===== src/rtl/slot_pkg.sv =====
package slot_pkg;
  typedef enum logic [1:0] {BUS_NONE, BUS_ROM, BUS_SRAM} bus_e;
  typedef enum logic [1:0] {SQ_IDLE, SQ_ISSUE, SQ_WAIT, SQ_DONE} sq_e;

  localparam logic [1:0] SZ_BYTE = 2'd0;
  localparam logic [1:0] SZ_HALF = 2'd1;
  localparam logic [1:0] SZ_WORD = 2'd2;

  localparam logic [7:0] WIN_ROM_LO  = 8'h08;
  localparam logic [7:0] WIN_ROM_HI  = 8'h09;
  localparam logic [7:0] WIN_SRAM    = 8'h0A;
endpackage


===== src/rtl/slot_arbiter.sv =====
module slot_arbiter (
  input  logic a_req,
  input  logic b_req,
  input  logic own_b,
  output logic grant_valid,
  output logic grant_b,
  output logic grant_owner
);
  always_comb begin
    grant_valid = a_req | b_req;
    if (own_b) grant_b = b_req;
    else       grant_b = b_req & ~a_req;
    grant_owner = (grant_b == own_b);
  end
endmodule


===== src/rtl/slot_planner.sv =====
module slot_planner
  import slot_pkg::*;
#(
  parameter int CNT_W      = 3,
  parameter int ROM_LANES  = 2,
  parameter int SRAM_LANES = 4,
  parameter int HALF_BYTES = 2
) (
  input  logic [7:0]       win,
  input  logic [1:0]       size,
  input  logic             we,
  input  logic             owner,
  output bus_e             bus,
  output logic [CNT_W-1:0] count,
  output logic             err
);
  always_comb begin
    bus   = BUS_NONE;
    count = '0;
    err   = 1'b0;
    if (owner) begin
      if (size == 2'b11) begin
        err = 1'b1;
      end else if (win == WIN_ROM_LO || win == WIN_ROM_HI) begin
        bus = BUS_ROM;
        case (size)
          SZ_BYTE: count = we ? '0 : CNT_W'(1);
          SZ_HALF: count = CNT_W'(1);
          default: count = CNT_W'(ROM_LANES);
        endcase
      end else if (win == WIN_SRAM) begin
        bus = BUS_SRAM;
        case (size)
          SZ_BYTE: count = CNT_W'(1);
          SZ_HALF: count = CNT_W'(HALF_BYTES);
          default: count = CNT_W'(SRAM_LANES);
        endcase
      end else begin
        err = 1'b1;
      end
    end
  end
endmodule


===== src/rtl/slot_sequencer.sv =====
module slot_sequencer
  import slot_pkg::*;
#(
  parameter int ADDR_W = 32,
  parameter int DATA_W = 32,
  parameter int ROM_W  = 16,
  parameter int BYTE_W = 8,
  parameter int CNT_W  = 3
) (
  input  logic              clk,
  input  logic              rst_n,
  input  logic              grant_valid,
  input  logic              grant_b,
  input  bus_e              plan_bus,
  input  logic [CNT_W-1:0]  plan_cnt,
  input  logic              plan_err,
  input  logic              sel_we,
  input  logic [1:0]        sel_size,
  input  logic [ADDR_W-1:0] sel_addr,
  input  logic [DATA_W-1:0] sel_wdata,
  output logic              rom_req,
  output logic              rom_we,
  output logic [ADDR_W-1:0] rom_addr,
  output logic [ROM_W-1:0]  rom_wdata,
  input  logic              rom_ack,
  input  logic [ROM_W-1:0]  rom_rdata,
  output logic              sram_req,
  output logic              sram_we,
  output logic [ADDR_W-1:0] sram_addr,
  output logic [BYTE_W-1:0] sram_wdata,
  input  logic              sram_ack,
  input  logic [BYTE_W-1:0] sram_rdata,
  output logic              done_a,
  output logic              done_b,
  output logic [DATA_W-1:0] rdata,
  output logic              err_flag
);
  sq_e               state_q, state_d;
  logic              cur_b_q, we_q, err_q, err_d, cap;
  bus_e              bus_q;
  logic [1:0]        size_q;
  logic [ADDR_W-1:0] addr_q;
  logic [DATA_W-1:0] wdata_q, acc_q, acc_d;
  logic [CNT_W-1:0]  cnt_q, idx_q, idx_d;
  logic              ack;

  assign ack = (bus_q == BUS_ROM) ? rom_ack : sram_ack;

  always_comb begin
    state_d = state_q;
    idx_d   = idx_q;
    acc_d   = acc_q;
    err_d   = err_q;
    cap     = 1'b0;
    case (state_q)
      SQ_IDLE: if (grant_valid) begin
        cap     = 1'b1;
        idx_d   = '0;
        acc_d   = '0;
        err_d   = err_q | plan_err;
        state_d = (plan_cnt == '0) ? SQ_DONE : SQ_ISSUE;
      end
      SQ_ISSUE: state_d = SQ_WAIT;
      SQ_WAIT: if (ack) begin
        if (!we_q) begin
          if (bus_q == BUS_ROM) begin
            if (size_q == SZ_BYTE)
              acc_d[BYTE_W-1:0] = addr_q[0] ? rom_rdata[BYTE_W +: BYTE_W]
                                            : rom_rdata[BYTE_W-1:0];
            else
              acc_d[int'(idx_q)*ROM_W +: ROM_W] = rom_rdata;
          end else begin
            acc_d[int'(idx_q)*BYTE_W +: BYTE_W] = sram_rdata;
          end
        end
        idx_d   = idx_q + 1'b1;
        state_d = (idx_d == cnt_q) ? SQ_DONE : SQ_ISSUE;
      end
      default: state_d = SQ_IDLE;
    endcase
  end

  always_ff @(posedge clk or negedge rst_n) begin
    if (!rst_n) begin
      state_q <= SQ_IDLE;
      idx_q   <= '0;
      acc_q   <= '0;
      err_q   <= 1'b0;
    end else begin
      state_q <= state_d;
      idx_q   <= idx_d;
      acc_q   <= acc_d;
      err_q   <= err_d;
    end
  end

  always_ff @(posedge clk or negedge rst_n) begin
    if (!rst_n) begin
      cur_b_q <= 1'b0;
      we_q    <= 1'b0;
      bus_q   <= BUS_NONE;
      size_q  <= SZ_BYTE;
      addr_q  <= '0;
      wdata_q <= '0;
      cnt_q   <= '0;
    end else if (cap) begin
      cur_b_q <= grant_b;
      we_q    <= sel_we;
      bus_q   <= plan_bus;
      size_q  <= sel_size;
      addr_q  <= sel_addr;
      wdata_q <= sel_wdata;
      cnt_q   <= plan_cnt;
    end
  end

  always_comb begin
    rom_req    = (state_q == SQ_WAIT) && (bus_q == BUS_ROM);
    sram_req   = (state_q == SQ_WAIT) && (bus_q == BUS_SRAM);
    rom_we     = rom_req & we_q;
    sram_we    = sram_req & we_q;
    rom_addr   = {addr_q[ADDR_W-1:1], 1'b0} + (ADDR_W'(idx_q) << 1);
    sram_addr  = addr_q + ADDR_W'(idx_q);
    rom_wdata  = wdata_q[int'(idx_q)*ROM_W +: ROM_W];
    sram_wdata = wdata_q[int'(idx_q)*BYTE_W +: BYTE_W];
    done_a     = (state_q == SQ_DONE) && !cur_b_q;
    done_b     = (state_q == SQ_DONE) && cur_b_q;
    rdata      = (state_q == SQ_DONE) ? acc_q : '0;
    err_flag   = err_q;
  end


  bus_excl_chk: assert property (@(posedge clk) disable iff (!rst_n)
    !(rom_req && sram_req));

  rom_hold_chk: assert property (@(posedge clk) disable iff (!rst_n)
    (rom_req && !rom_ack) |=> (rom_req && $stable(rom_addr)));

  sram_hold_chk: assert property (@(posedge clk) disable iff (!rst_n)
    (sram_req && !sram_ack) |=> (sram_req && $stable(sram_addr)));

  done_pulse_chk: assert property (@(posedge clk) disable iff (!rst_n)
    (done_a || done_b) |=> !(done_a || done_b));

  done_excl_chk: assert property (@(posedge clk) disable iff (!rst_n)
    $onehot0({done_a, done_b}));

  err_sticky_chk: assert property (@(posedge clk) disable iff (!rst_n)
    err_flag |=> err_flag);
endmodule


===== src/rtl/slot_bus_adapter.sv =====
module slot_bus_adapter
  import slot_pkg::*;
#(
  parameter int ADDR_W = 32,
  parameter int DATA_W = 32,
  parameter int ROM_W  = 16,
  parameter int BYTE_W = 8
) (
  input  logic              clk,
  input  logic              rst_n,
  input  logic              own_sel,
  input  logic              a_req,
  input  logic              a_we,
  input  logic [1:0]        a_size,
  input  logic [ADDR_W-1:0] a_addr,
  input  logic [DATA_W-1:0] a_wdata,
  output logic              a_busy,
  output logic              a_done,
  output logic [DATA_W-1:0] a_rdata,
  input  logic              b_req,
  input  logic              b_we,
  input  logic [1:0]        b_size,
  input  logic [ADDR_W-1:0] b_addr,
  input  logic [DATA_W-1:0] b_wdata,
  output logic              b_busy,
  output logic              b_done,
  output logic [DATA_W-1:0] b_rdata,
  output logic              rom_req,
  output logic              rom_we,
  output logic [ADDR_W-1:0] rom_addr,
  output logic [ROM_W-1:0]  rom_wdata,
  input  logic              rom_ack,
  input  logic [ROM_W-1:0]  rom_rdata,
  output logic              sram_req,
  output logic              sram_we,
  output logic [ADDR_W-1:0] sram_addr,
  output logic [BYTE_W-1:0] sram_wdata,
  input  logic              sram_ack,
  input  logic [BYTE_W-1:0] sram_rdata,
  output logic              err_flag
);
  localparam int ROM_LANES  = DATA_W / ROM_W;
  localparam int SRAM_LANES = DATA_W / BYTE_W;
  localparam int HALF_BYTES = ROM_W / BYTE_W;
  localparam int CNT_W      = $clog2(SRAM_LANES + 1);

  logic              grant_valid, grant_b, grant_owner;
  logic              sel_we;
  logic [1:0]        sel_size;
  logic [ADDR_W-1:0] sel_addr;
  logic [DATA_W-1:0] sel_wdata, rdata;
  bus_e              plan_bus;
  logic [CNT_W-1:0]  plan_cnt;
  logic              plan_err, done_a, done_b;

  slot_arbiter u_arb (
    .a_req(a_req), .b_req(b_req), .own_b(own_sel),
    .grant_valid(grant_valid), .grant_b(grant_b), .grant_owner(grant_owner)
  );

  always_comb begin
    sel_we    = grant_b ? b_we    : a_we;
    sel_size  = grant_b ? b_size  : a_size;
    sel_addr  = grant_b ? b_addr  : a_addr;
    sel_wdata = grant_b ? b_wdata : a_wdata;
  end

  slot_planner #(
    .CNT_W(CNT_W), .ROM_LANES(ROM_LANES),
    .SRAM_LANES(SRAM_LANES), .HALF_BYTES(HALF_BYTES)
  ) u_plan (
    .win(sel_addr[ADDR_W-1 -: 8]), .size(sel_size), .we(sel_we),
    .owner(grant_owner), .bus(plan_bus), .count(plan_cnt), .err(plan_err)
  );

  slot_sequencer #(
    .ADDR_W(ADDR_W), .DATA_W(DATA_W), .ROM_W(ROM_W),
    .BYTE_W(BYTE_W), .CNT_W(CNT_W)
  ) u_seq (
    .clk(clk), .rst_n(rst_n),
    .grant_valid(grant_valid), .grant_b(grant_b),
    .plan_bus(plan_bus), .plan_cnt(plan_cnt), .plan_err(plan_err),
    .sel_we(sel_we), .sel_size(sel_size), .sel_addr(sel_addr), .sel_wdata(sel_wdata),
    .rom_req(rom_req), .rom_we(rom_we), .rom_addr(rom_addr), .rom_wdata(rom_wdata),
    .rom_ack(rom_ack), .rom_rdata(rom_rdata),
    .sram_req(sram_req), .sram_we(sram_we), .sram_addr(sram_addr),
    .sram_wdata(sram_wdata), .sram_ack(sram_ack), .sram_rdata(sram_rdata),
    .done_a(done_a), .done_b(done_b), .rdata(rdata), .err_flag(err_flag)
  );

  always_comb begin
    a_done  = done_a;
    b_done  = done_b;
    a_rdata = done_a ? rdata : '0;
    b_rdata = done_b ? rdata : '0;
    a_busy  = a_req & ~done_a;
    b_busy  = b_req & ~done_b;
  end
endmodule


===== config.mk =====
export PLATFORM = sky130hd
export DESIGN_NAME = slot_bus_adapter
export DESIGN_NICKNAME = d
export VERILOG_FILES = /design/src/rtl/slot_pkg.sv /design/src/rtl/slot_arbiter.sv /design/src/rtl/slot_planner.sv /design/src/rtl/slot_sequencer.sv /design/src/rtl/slot_bus_adapter.sv
export SDC_FILE = /design/constraint.sdc
export NUM_CORES = 1
export LEC_CHECK = 0
export BUFFER_PORTS_ARGS = -buffer_cell sky130_fd_sc_hd__buf_4
export CAP_MARGIN = 15
export CORE_MARGIN = 2
export CORE_UTILIZATION = 37
export DETAILED_ROUTE_END_ITERATION = 6
export GPL_ROUTABILITY_DRIVEN = 0
export SKIP_CTS_REPAIR_TIMING = 1
export SYNTH_ARGS = -nofsm -noshare
export SYNTH_HDL_FRONTEND = slang
export SYNTH_SLANG_ARGS = --single-unit

===== constraint.sdc =====
create_clock -name clk -period 7.4 [get_ports clk]
set_input_delay 1.85 -clock clk [delete_from_list [all_inputs] [get_ports clk]]
set_output_delay 1.85 -clock clk [all_outputs]
set_load 0.02 [all_outputs]

# --- Word level (Yosys, flattened, before mapping) ---
# Cells that the tools add are included.
op_classes:
  n_eq_ne: 16
  bitwise: 10
  shift: 6
  reduce_logical: 16
  add_sub_neg: 5
  mux: 44
ops:
  columns: ["operator", "count"]
  rows:
  - ["$mux W32", 9]
  - ["$bwmux W32", 2]
  - ["$pmux W32 S2", 1]
  - ["$neg A6 Y33", 1]
  - ["$neg A7 Y33", 1]
  - ["$shift A16 B33 Y32 const A", 1]
  - ["$shift A8 B33 Y32 const A", 1]
  - ["$shiftx A16 B33 Y32", 1]
  - ["$shiftx A8 B33 Y32", 1]
  - ["$add A32 B3 Y32", 1]
  - ["$add A32 B4 Y32", 1]
  - ["$shiftx A32 B7 Y8", 1]
  - ["$shiftx A32 B8 Y16", 1]
  - ["$eq A8 B4 Y1 const B", 3]
  - ["$mux W24", 1]
  - ["$mux W2", 9]
  - ["$mux W3", 6]
  - ["$pmux W3 S2", 3]
  - ["$mux W8", 2]
  - ["$mux W1", 10]
  - ["$eq A2 B2 Y1 const B", 4]
  - ["$eq A2 B1 Y1 const B", 3]
  - ["$logic_not A2 Y1", 3]
  - ["$pmux W2 S3", 1]
  - ["other kinds (18)", 30]
word_totals:
  out_inout_bits: 161
  inputBits: 165
  wordCells: 109
  regBits: 111

# --- Longest topological paths before layout ---
# Gate-level depths: netlist of the first run.
logic_depth:
  ltp_word: 14
  ltp_mapped: 10
  mapped_depth_nobuf: 8

# --- Modules after synthesis ---
# From an unflattened synthesis of the first run, not the netlist that was laid out.
unflattened:
  hier_cells: 846
  area_unflattened_um2: 8712.1
modules_own_cells:
  columns: ["module", "seq_area_each_um2", "area_each_um2", "cells_per_inst", "instances"]
  rows:
  - ["slot_sequencer", 2777.7, 7198.2, 677, 1]
  - ["slot_bus_adapter", 0.0, 1358.8, 146, 1]
  - ["slot_planner", 0.0, 123.9, 18, 1]
  - ["slot_arbiter", 0.0, 31.3, 5, 1]

# --- Worst setup path before layout of the first run ---
# No wires, ideal clock.
synth_path:
  path_kind: "register to output"
  start: "register u_seq.idx_q[1]"
  end: "output port rom_addr[31]"
  required_time_ns: 5.550
  stages_incl_launch_ff: 9
  n_path_buf: 1
  path_slack_ns: 2.757
  arrival_time_ns: 2.793
  path_cell_list: "dfrtp_1 > buf_2 > inv_1 > fa_1 > nor2b_1 > o21ai_0 > or4_1 > nor4_1 > xor2_1"
synth_between:
  elab_chain_len: 1
synth_rtl:
  columns: ["element", "line", "source"]
  rows:
  - ["start, declared", "slot_sequencer.sv:44", "logic [CNT_W-1:0] cnt_q, idx_q, idx_d;"]
  - ["start signal, assigned", "slot_sequencer.sv:91", "idx_q <= idx_d;"]
  - ["$add A32 B4 Y32", "slot_sequencer.sv:122", "rom_addr = {addr_q[ADDR_W-1:1], 1'b0} + (ADDR_W'(idx_q) << 1);"]
  - ["end, declared", "slot_bus_adapter.sv:30", "output logic [ADDR_W-1:0] rom_addr,"]
# No other way between the ends.

# --- Worst setup path after layout of the first run ---
layout_path:
  start: "register u_seq.idx_q[0]"
  end: "output port rom_addr[31]"
# Same word-level chain as after synthesis.

==> results.txt, run 1 <==
----------------------------------------------------
[Floorplan]
  Number of top-level design ports ... 326
  Total core area ... 0.0216 sq mm
  Initial Utilization ... 37.3%
  Die span in x ... 152 um
  Die area ... 0.0230 sq mm
  # rows ... 54
  Chip height ... 152 um

[Synthesis]
  Flops & latches, synth ... 111
  Synth top area share ... 34.4%
  Warnings from Yosys ... 0
  Number of enable flip-flop cells after synthesis ... 0
  Net count after synthesis ... 1089
  Cell count after synthesis ... 910
  Most common cell in the netlist ... sky130_fd_sc_hd__nand2_1
  Part of the Yosys area used for sequential elements ... 34.4%
  Mean post-synth cell area ... 8.86 sq um
  Post-synth cell types ... 62
  Share of synthesized flip-flops with an asynchronous set or reset ... 100%
  Top cells by count, synth ... sky130_fd_sc_hd__nand2_1, sky130_fd_sc_hd__dfrtp_1, sky130_fd_sc_hd__mux2i_1
  Area leader, netlist ... sky130_fd_sc_hd__dfrtp_1
  Area of the mapped netlist ... 0.00807 sq mm
  Top_reg_cell synth ... sky130_fd_sc_hd__dfrtp_1
  Biggest area contributors in the synthesized netlist ... sky130_fd_sc_hd__dfrtp_1, sky130_fd_sc_hd__mux2i_1, sky130_fd_sc_hd__nand2_1

[Setup path]
  Critical path class ... flop to output port
  Critical path buffers and inverters ... 2
  Worst reg-to-reg path cell count ... 8
  List of cells traversed by the critical path ... ha_1, inv_1, fa_1, nor2b_1, o21ai_0, or4_1, nor4_1, xor2_1, buf_4
  Worst EP required ... 5.55 ns
  Crit path max fanout ... 36
  Crit. End Element ... output port
  Launching element type of the critical path ... flop
  Cell family with most CP delay ... simple AND/OR/NAND/NOR gates
  CP max-delay cell ... sky130_fd_sc_hd__dfrtp_2
  Number of gates on the worst path with buffers counted ... 9
  Arrival @ worst endpoint ... 3.77 ns
  Worst stage delay on the critical path ... 0.94 ns

[Timing]
  Layout Skew ... 0.00781 ns
  Transition time of the tightest slew-check pin ... 1.10 ns
  Highest achievable clock rate ... 178 MHz
  Max_slew headroom ... 26.7%
  Number of hold violations in the final report ... 0
  Hold slack final ... 0.471 ns
  Max Slew Vio Count ... 0
  Setup TNS ... 0 ns
  Final setup fails ... 0
  Minimum period implied by the final worst setup slack ... 5.62 ns
  Portion of the clock cycle consumed by the worst path in the final layout ... 75.9%
  Unrepaired setup endpoints after global routing ... false

[Global route]
  Total global-route track usage ... 22.3%
  Pin count of the biggest net entering global routing ... 122
  Number of antenna violations at the first check in global routing ... 0
  Global route total overflow ... 0
  Global-route wire length before repair ... 39700 um
  Vias in the first global route ... 7127

[Detailed routing]
  Violation count after the first detailed-route iteration ... 499
  TritonRoute pass-1 iters ... 7
  Final antenna-violating net count ... 0
  Number of vias after detailed routing ... 7559
  Total detailed-routing wirelength ... 25800 um
  Drt wl/cell ... 17.5 um
  # DRC ... 0
  Vias per inst ... 5.14

[Flow run]
  Maxcap violations ... 0

[Power]
  Sw Ratio ... 47.2%
  Clock share of power ... 13.6%
  Leakage power summed over all cells ... 5.38 nW
  Cell Pwr Density ... 346 mW/mm^2
  Proportion of power drawn by combinational gates ... 55.7%
  NetSw ... 1.79 mW
  Peak VDD IR ... 155 uV
  Part of the power in registers ... 30.7%
  Internal power ... 2.00 mW

[Finish]
  Layout overhead on the synthesized area ... 35.8%
  Number of antenna repair diodes ... 0
  Finished Layout Cells ... 1470
  Filler Cell Count ... 2097
  Fraction of layout instances using a drive strength above 1 ... 34.1%
  Net count reported at finish ... 1364

[Clock tree]
  Cell at the root of the clock tree ... sky130_fd_sc_hd__clkbuf_16
  Buffer levels on the longest clock path ... 2
  Worst-skew pair later-pin latency ... 0.36 ns
  Total clock sinks ... 111
  # H-tree levels ... 3
  Clock slew at reported path FFs ... 0.08 ns
  TritonCTS Buffers ... 9
  CTS tree ... done

[Worst hold path]
  Hold/Removal Path Class ... flop to flop
  WHS Path Cells ... 1

[Outcome]
  Run status ... finished, final reports clean

[Placed design]
  Count of port buffers added during placement ... 324
  Post-detailed-placement half-perimeter wirelength ... 20000 um
  Placed Cells incl. Taps ... 1454

----------------------------------------------------
[worst paths after layout]
path / end / startpoint / slack (ns)
worst max register to register: u_seq.acc_q[9] / u_seq.idx_q[1] / 3.63
worst min register to register: u_seq.err_flag / u_seq.err_flag / 0.47
worst min-delay path: u_seq.err_flag / u_seq.err_flag / 0.47
worst max-delay path: rom_addr[31] / u_seq.idx_q[0] / 1.78
min in group asynchronous: u_seq.addr_q[15] / rst_n / 1.50
max in group asynchronous: u_seq.wdata_q[7] / rst_n / 4.61
[worst reg2reg max path, cell delays in order (launching register included)]
cell and delay (ns):
sky130_fd_sc_hd__dfrtp_1 0.88, sky130_fd_sc_hd__inv_1 0.31, sky130_fd_sc_hd__ha_1 0.31, sky130_fd_sc_hd__ha_1 0.35
sky130_fd_sc_hd__nor3_1 0.22, sky130_fd_sc_hd__nor3b_4 0.29, sky130_fd_sc_hd__nor2_1 0.15, sky130_fd_sc_hd__a2111oi_4 0.73
sky130_fd_sc_hd__mux2_2 0.41
[sequential cells by signal, summed over array words and instances (netlist names)]
name	cells
u_seq.acc_q	32
u_seq.addr_q	32
u_seq.wdata_q	32
u_seq.cnt_q	3
u_seq.idx_q	3
u_seq.bus_q	2
u_seq.size_q	2
u_seq.state_q	2
u_seq.cur_b_q	1
u_seq.err_flag	1
u_seq.we_q	1
[power by group through the flow]
stage,combinational (mW),clock [mW],sequential [mW]
floorplan,1.49,0,0.948
global placement,2.11,0,1.17
detailed placement,2.13,0,1.17
CTS,2.13,0.527,1.16
global route,2.30,0.555,1.21
finish,2.11,0.514,1.16
[final cells by class]
| type | instances | area, sq um | area share [%] |
|---|---|---|---|
| well taps | 280 | 350 | 3.20 |
| inverters | 20 | 75.1 | 0.686 |
| flip-flops and latches | 111 | 2780 | 25.4 |
| multi-input cells | 715 | 4980 | 45.5 |
| clock inverters | 7 | 78.8 | 0.720 |
| clock buffers | 9 | 225 | 2.06 |
| repair buffers | 328 | 2460 | 22.5 |
[logic make-up after synthesis]
family | count (synthesis) | share of synthesized area (%)
AOI/OAI and AO/OA | 151 | 12.4
DFF | 111 | 34.4
adders and majority gates | 14 | 2.36
buffers and inverters | 84 | 4.19
xor gates and xnor gates | 63 | 6.84
other | 1 | 0.0465
muxes | 126 | 17.4
and+or+nand+nor | 360 | 22.3
[per-layer routing]
metal / vias up / share of wire [%] / global-route usage (%)
li1: 3715 / - / -
met1: 3570 / 46 / 31.8
met2: 244 / 47 / 35.3
met3: 30 / 5.9 / 2.81
met4: 0 / 1.8 / 6.48
met5: - / 0 / 0
[stage by stage]
step | util, % | worst slack, ns | total power [mW] | instance area, sq um
after floorplan | - | 2.76 | 2.44 | 8070
after global placement | 49.2 | 2.21 | 3.28 | 10600
after detailed placement | 49.2 | 2.16 | 3.30 | 10600
after CTS | 50.6 | 1.76 | 3.82 | 11000
after global routing | 50.6 | 1.52 | 4.06 | 11000
final | 50.6 | 1.78 | 3.79 | 11000
[cells in the final DEF (no fill, tap or decap), drive strengths merged, types with 3 or more instances in the layout]
master,n
a211o,3
a21o,5
a21oi,6
a32o,17
and2,79
and3,5
and4,4
buf,328
clkbuf,9
clkinv,5
dfrtp,111
ha,12
inv,21
mux2,32
mux2i,86
mux4,8
nand2,134
nand2b,6
nand3,24
nand4,12
nor2,51
nor2b,11
nor3,14
nor4,5
o21a,3
o21ai,84
o221ai,9
o22ai,8
or2,6
xnor2,37
xor2,26
(Power assumes the default switching activity.)
==> inputs of run 2 (changes only) <==
Settings changed: ABC_AREA set to 1.
Clock period 7.4 ns to 5.68 ns, I/O delays scaled along.
==> run 2 against run 1 <==
  * Via count up 17%
  * Critical path depth grew 4
  * Critical endpoint is now rom_addr[19]
  * Sequential share of layout area shrank 0.055 points
  * Global-route usage is 3.2 points higher
==> results.txt, run 2 <==
----------------------------------------------------
[Setup path]
  Arrival @ worst endpoint ... 3.33 ns (-0.44 ns)
  Cell family with most CP delay ... simple AND/OR/NAND/NOR gates
  Worst stage delay on the critical path ... 0.48 ns (-0.46 ns)
  Critical path class ... flop to output port
  List of cells traversed by the critical path ... inv_1, fa_1, inv_1, nand2_1, a21oi_1, inv_1, nor2_1, nand2_1, nor2_1, nand2_1, nor2_1, xor2_1, buf_4
  Critical path buffers and inverters ... 4 (+2)
  Launching element type of the critical path ... flop
  Worst EP required ... 4.26 ns (-1.29 ns)
  Crit. End Element ... output port
  CP max-delay cell ... sky130_fd_sc_hd__fa_1
  Crit path max fanout ... 6 (-83%)

[Synthesis]
  Area leader, netlist ... sky130_fd_sc_hd__dfrtp_1
  Share of synthesized flip-flops with an asynchronous set or reset ... 100% (unchanged)
  Warnings from Yosys ... 0 (unchanged)
  Post-synth cell types ... 46 (-26%)
  Net count after synthesis ... 1335 (+23%)
  Most common cell in the netlist ... sky130_fd_sc_hd__nor2_1
  Number of enable flip-flop cells after synthesis ... 0 (unchanged)
  Synth top area share ... 34.4% (unchanged)
  Top cells by count, synth ... sky130_fd_sc_hd__nor2_1, sky130_fd_sc_hd__nand2_1, sky130_fd_sc_hd__inv_1
  Biggest area contributors in the synthesized netlist ... sky130_fd_sc_hd__dfrtp_1, sky130_fd_sc_hd__nor2_1, sky130_fd_sc_hd__nand2_1
  Mean post-synth cell area ... 6.98 sq um (-21%)
  Part of the Yosys area used for sequential elements ... 34.4% (unchanged)
  Area of the mapped netlist ... 0.00807 sq mm (unchanged)
  Flops & latches, synth ... 111 (unchanged)
  Top_reg_cell synth ... sky130_fd_sc_hd__dfrtp_1
  Cell count after synthesis ... 1156 (+27%)

[Timing]
  Setup TNS ... 0 ns (unchanged)
  Final WS setup ... 0.927 ns (-0.853 ns)
  Highest achievable clock rate ... 210 MHz
  Layout Skew ... 0.00993 ns (+0.00211 ns)
  Transition time of the tightest slew-check pin ... 0.959 ns (-0.136 ns)
  Unrepaired setup endpoints after global routing ... false
  Final setup fails ... 0 (unchanged)
  Number of hold violations in the final report ... 0 (unchanged)
  Max_slew headroom ... 36.0% (+9.2 points)
  Portion of the clock cycle consumed by the worst path in the final layout ... 83.7%
  Max Slew Vio Count ... 0 (unchanged)
  Hold slack final ... 0.486 ns (+0.0151 ns)
  Minimum period implied by the final worst setup slack ... 4.75 ns

[Global route]
  Pin count of the biggest net entering global routing ... 58 (-52%)
  Number of antenna violations at the first check in global routing ... 0 (unchanged)
  Vias in the first global route ... 8307 (+17%)
  Global-route wire length before repair ... 45300 um (+14%)
  Global route total overflow ... 0 (unchanged)
  Total global-route track usage ... 25.4% (+3.2 points)

[Finish]
  Filler Cell Count ... 2236 (+6.6%)
  Largest regs ... u_seq.acc_q (32), u_seq.addr_q (32), u_seq.wdata_q (32)
  Net count reported at finish ... 1620 (+19%)
  Layout overhead on the synthesized area ... 36.1%
  Fraction of layout instances using a drive strength above 1 ... 27.5% (-6.6 points)
  Number of antenna repair diodes ... 0 (unchanged)
  Core occupancy in the finished layout ... 50.8% (+0.11 points)
  Most common cell after layout, fill and taps aside ... sky130_fd_sc_hd__buf_4
  Most used cells in the layout excluding fill and tap cells ... sky130_fd_sc_hd__buf_4, sky130_fd_sc_hd__nor2_1, sky130_fd_sc_hd__nand2_1

[Floorplan]
  Total core area ... 0.0216 sq mm (unchanged)
  Number of top-level design ports ... 326 (unchanged)
  Initial Utilization ... 37.3% (unchanged)
  Die area ... 0.0230 sq mm (unchanged)
  Chip height ... 152 um (unchanged)
  Die span in x ... 152 um (unchanged)
  # rows ... 54 (unchanged)

[Power]
  Cell Pwr Density ... 532 mW/mm^2 (+54%)
  Post-layout total power ... 5.84 mW (+54%)
  Leakage power summed over all cells ... 5.30 nW (-1.5%)
  Peak VDD IR ... 243 uV (+57%)

[Detailed routing]
  Drt wl/cell ... 17.5 um (-0.22%)
  TritonRoute pass-1 iters ... 6 (-1)
  Final antenna-violating net count ... 0 (unchanged)
  Violation count after the first detailed-route iteration ... 509 (+2.0%)
  Total detailed-routing wirelength ... 30200 um (+17%)
  Number of vias after detailed routing ... 8857 (+17%)
  # DRC ... 0 (unchanged)
  Vias per inst ... 5.13 (-0.15%)

[Worst hold path]
  Hold/Removal Path Class ... flop to flop

[Clock tree]
  Total clock sinks ... 111 (unchanged)
  # H-tree levels ... 3 (unchanged)
  Cell at the root of the clock tree ... sky130_fd_sc_hd__clkbuf_16
  TritonCTS Buffers ... 9 (unchanged)
  CTS tree ... done
  Clock slew at reported path FFs ... 0.08 ns (about the same)
  Worst-skew pair later-pin latency ... 0.36 ns (about the same)
  Buffer levels on the longest clock path ... 2 (unchanged)

[Placed design]
  Count of port buffers added during placement ... 324 (unchanged)
  Placement Setup Slack ... 1.34 ns (-0.826 ns)
  Post-detailed-placement half-perimeter wirelength ... 23300 um (+16%)

[Flow run]
  Maxcap violations ... 0 (unchanged)

[Outcome]
  Run status ... finished, final reports clean

----------------------------------------------------
[run 2: metrics by stage]
step | std cells | cell area [sq um]
2_1_floorplan | 1156 | 8070
4_1_cts | 1725 | 11000
3_3_place_gp | 1710 | 10700
5_1_grt | 1725 | 11000
3_5_place_dp | 1710 | 10700
6_report | 1725 | 11000
[run 2: cells by family (layout without fill, tap and decap cells)]
group / Yosys count / after routing / synth area share, %
AOI/OAI and AO/OA: 267 / 267 / 19.6
other: 1 / 1 / 0.0465
DFF: 111 / 111 / 34.4
adders and majority gates: 14 / 14 / 2.36
buffers and inverters: 207 / 496 / 10.3
and+or+nand+nor: 494 / 494 / 26.6
xor gates and xnor gates: 62 / 62 / 6.73
[run 2: worst reg2reg max path: stages, from the launching register on]
cell and delay [ns]:
sky130_fd_sc_hd__dfrtp_2 0.36, sky130_fd_sc_hd__buf_4 0.48, sky130_fd_sc_hd__inv_1 0.31, sky130_fd_sc_hd__ha_1 0.29
sky130_fd_sc_hd__ha_1 0.36, sky130_fd_sc_hd__nor2_1 0.26, sky130_fd_sc_hd__nand2_1 0.36, sky130_fd_sc_hd__nand2_1 0.18
sky130_fd_sc_hd__nand2_1 0.10, sky130_fd_sc_hd__nor3_4 0.50, sky130_fd_sc_hd__nand2_1 0.17, sky130_fd_sc_hd__o21ai_0 0.13
[run 2: path summary, 6_finish.rpt]
| path | start | endpoint | slack [ns] | depth (start not counted) |
|---|---|---|---|---|
| min in group asynchronous | rst_n | u_seq.addr_q[31] | 1.06 | 1 |
| worst min register to register | u_seq.acc_q[16] | u_seq.acc_q[16] | 0.49 | 2 |
| max in group asynchronous | rst_n | u_seq.idx_q[0] | 3.64 | 2 |
| worst max register to register | u_seq.idx_q[0] | u_seq.acc_q[14] | 2.09 | 11 |
| worst max-delay path | u_seq.idx_q[1] | rom_addr[19] | 0.93 | 13 |
| worst min-delay path | u_seq.acc_q[16] | u_seq.acc_q[16] | 0.49 | 2 |
[run 2: where the power goes]
group	internal [mW]	switching (mW)	total [mW]
logic	1.33	2.42	3.75
clock network	0.358	0.325	0.682
registers	1.13	0.277	1.41
[run 2: routing by layer]
metal	share of wire [%]	routed length, um	vias to the layer above	track usage [%]
li1	-	-	4358	-
met1	42	12500	4131	32.7
met2	48	14500	331	42.9
met3	8.7	2610	37	6.62
met4	1.7	504	0	5.93
met5	0	0	-	0
[run 2: area by class of cell]
cell class | count | area [sq um] | area share, %
Clock buffer | 10 | 239 | 2.18
Tap cell | 280 | 350 | 3.19
Clock inverter | 5 | 65.1 | 0.593
Inverter | 150 | 573 | 5.22
Sequential cell | 111 | 2780 | 25.3
Timing Repair Buffer | 331 | 2480 | 22.6
Multi-Input combinational cell | 838 | 4480 | 40.9
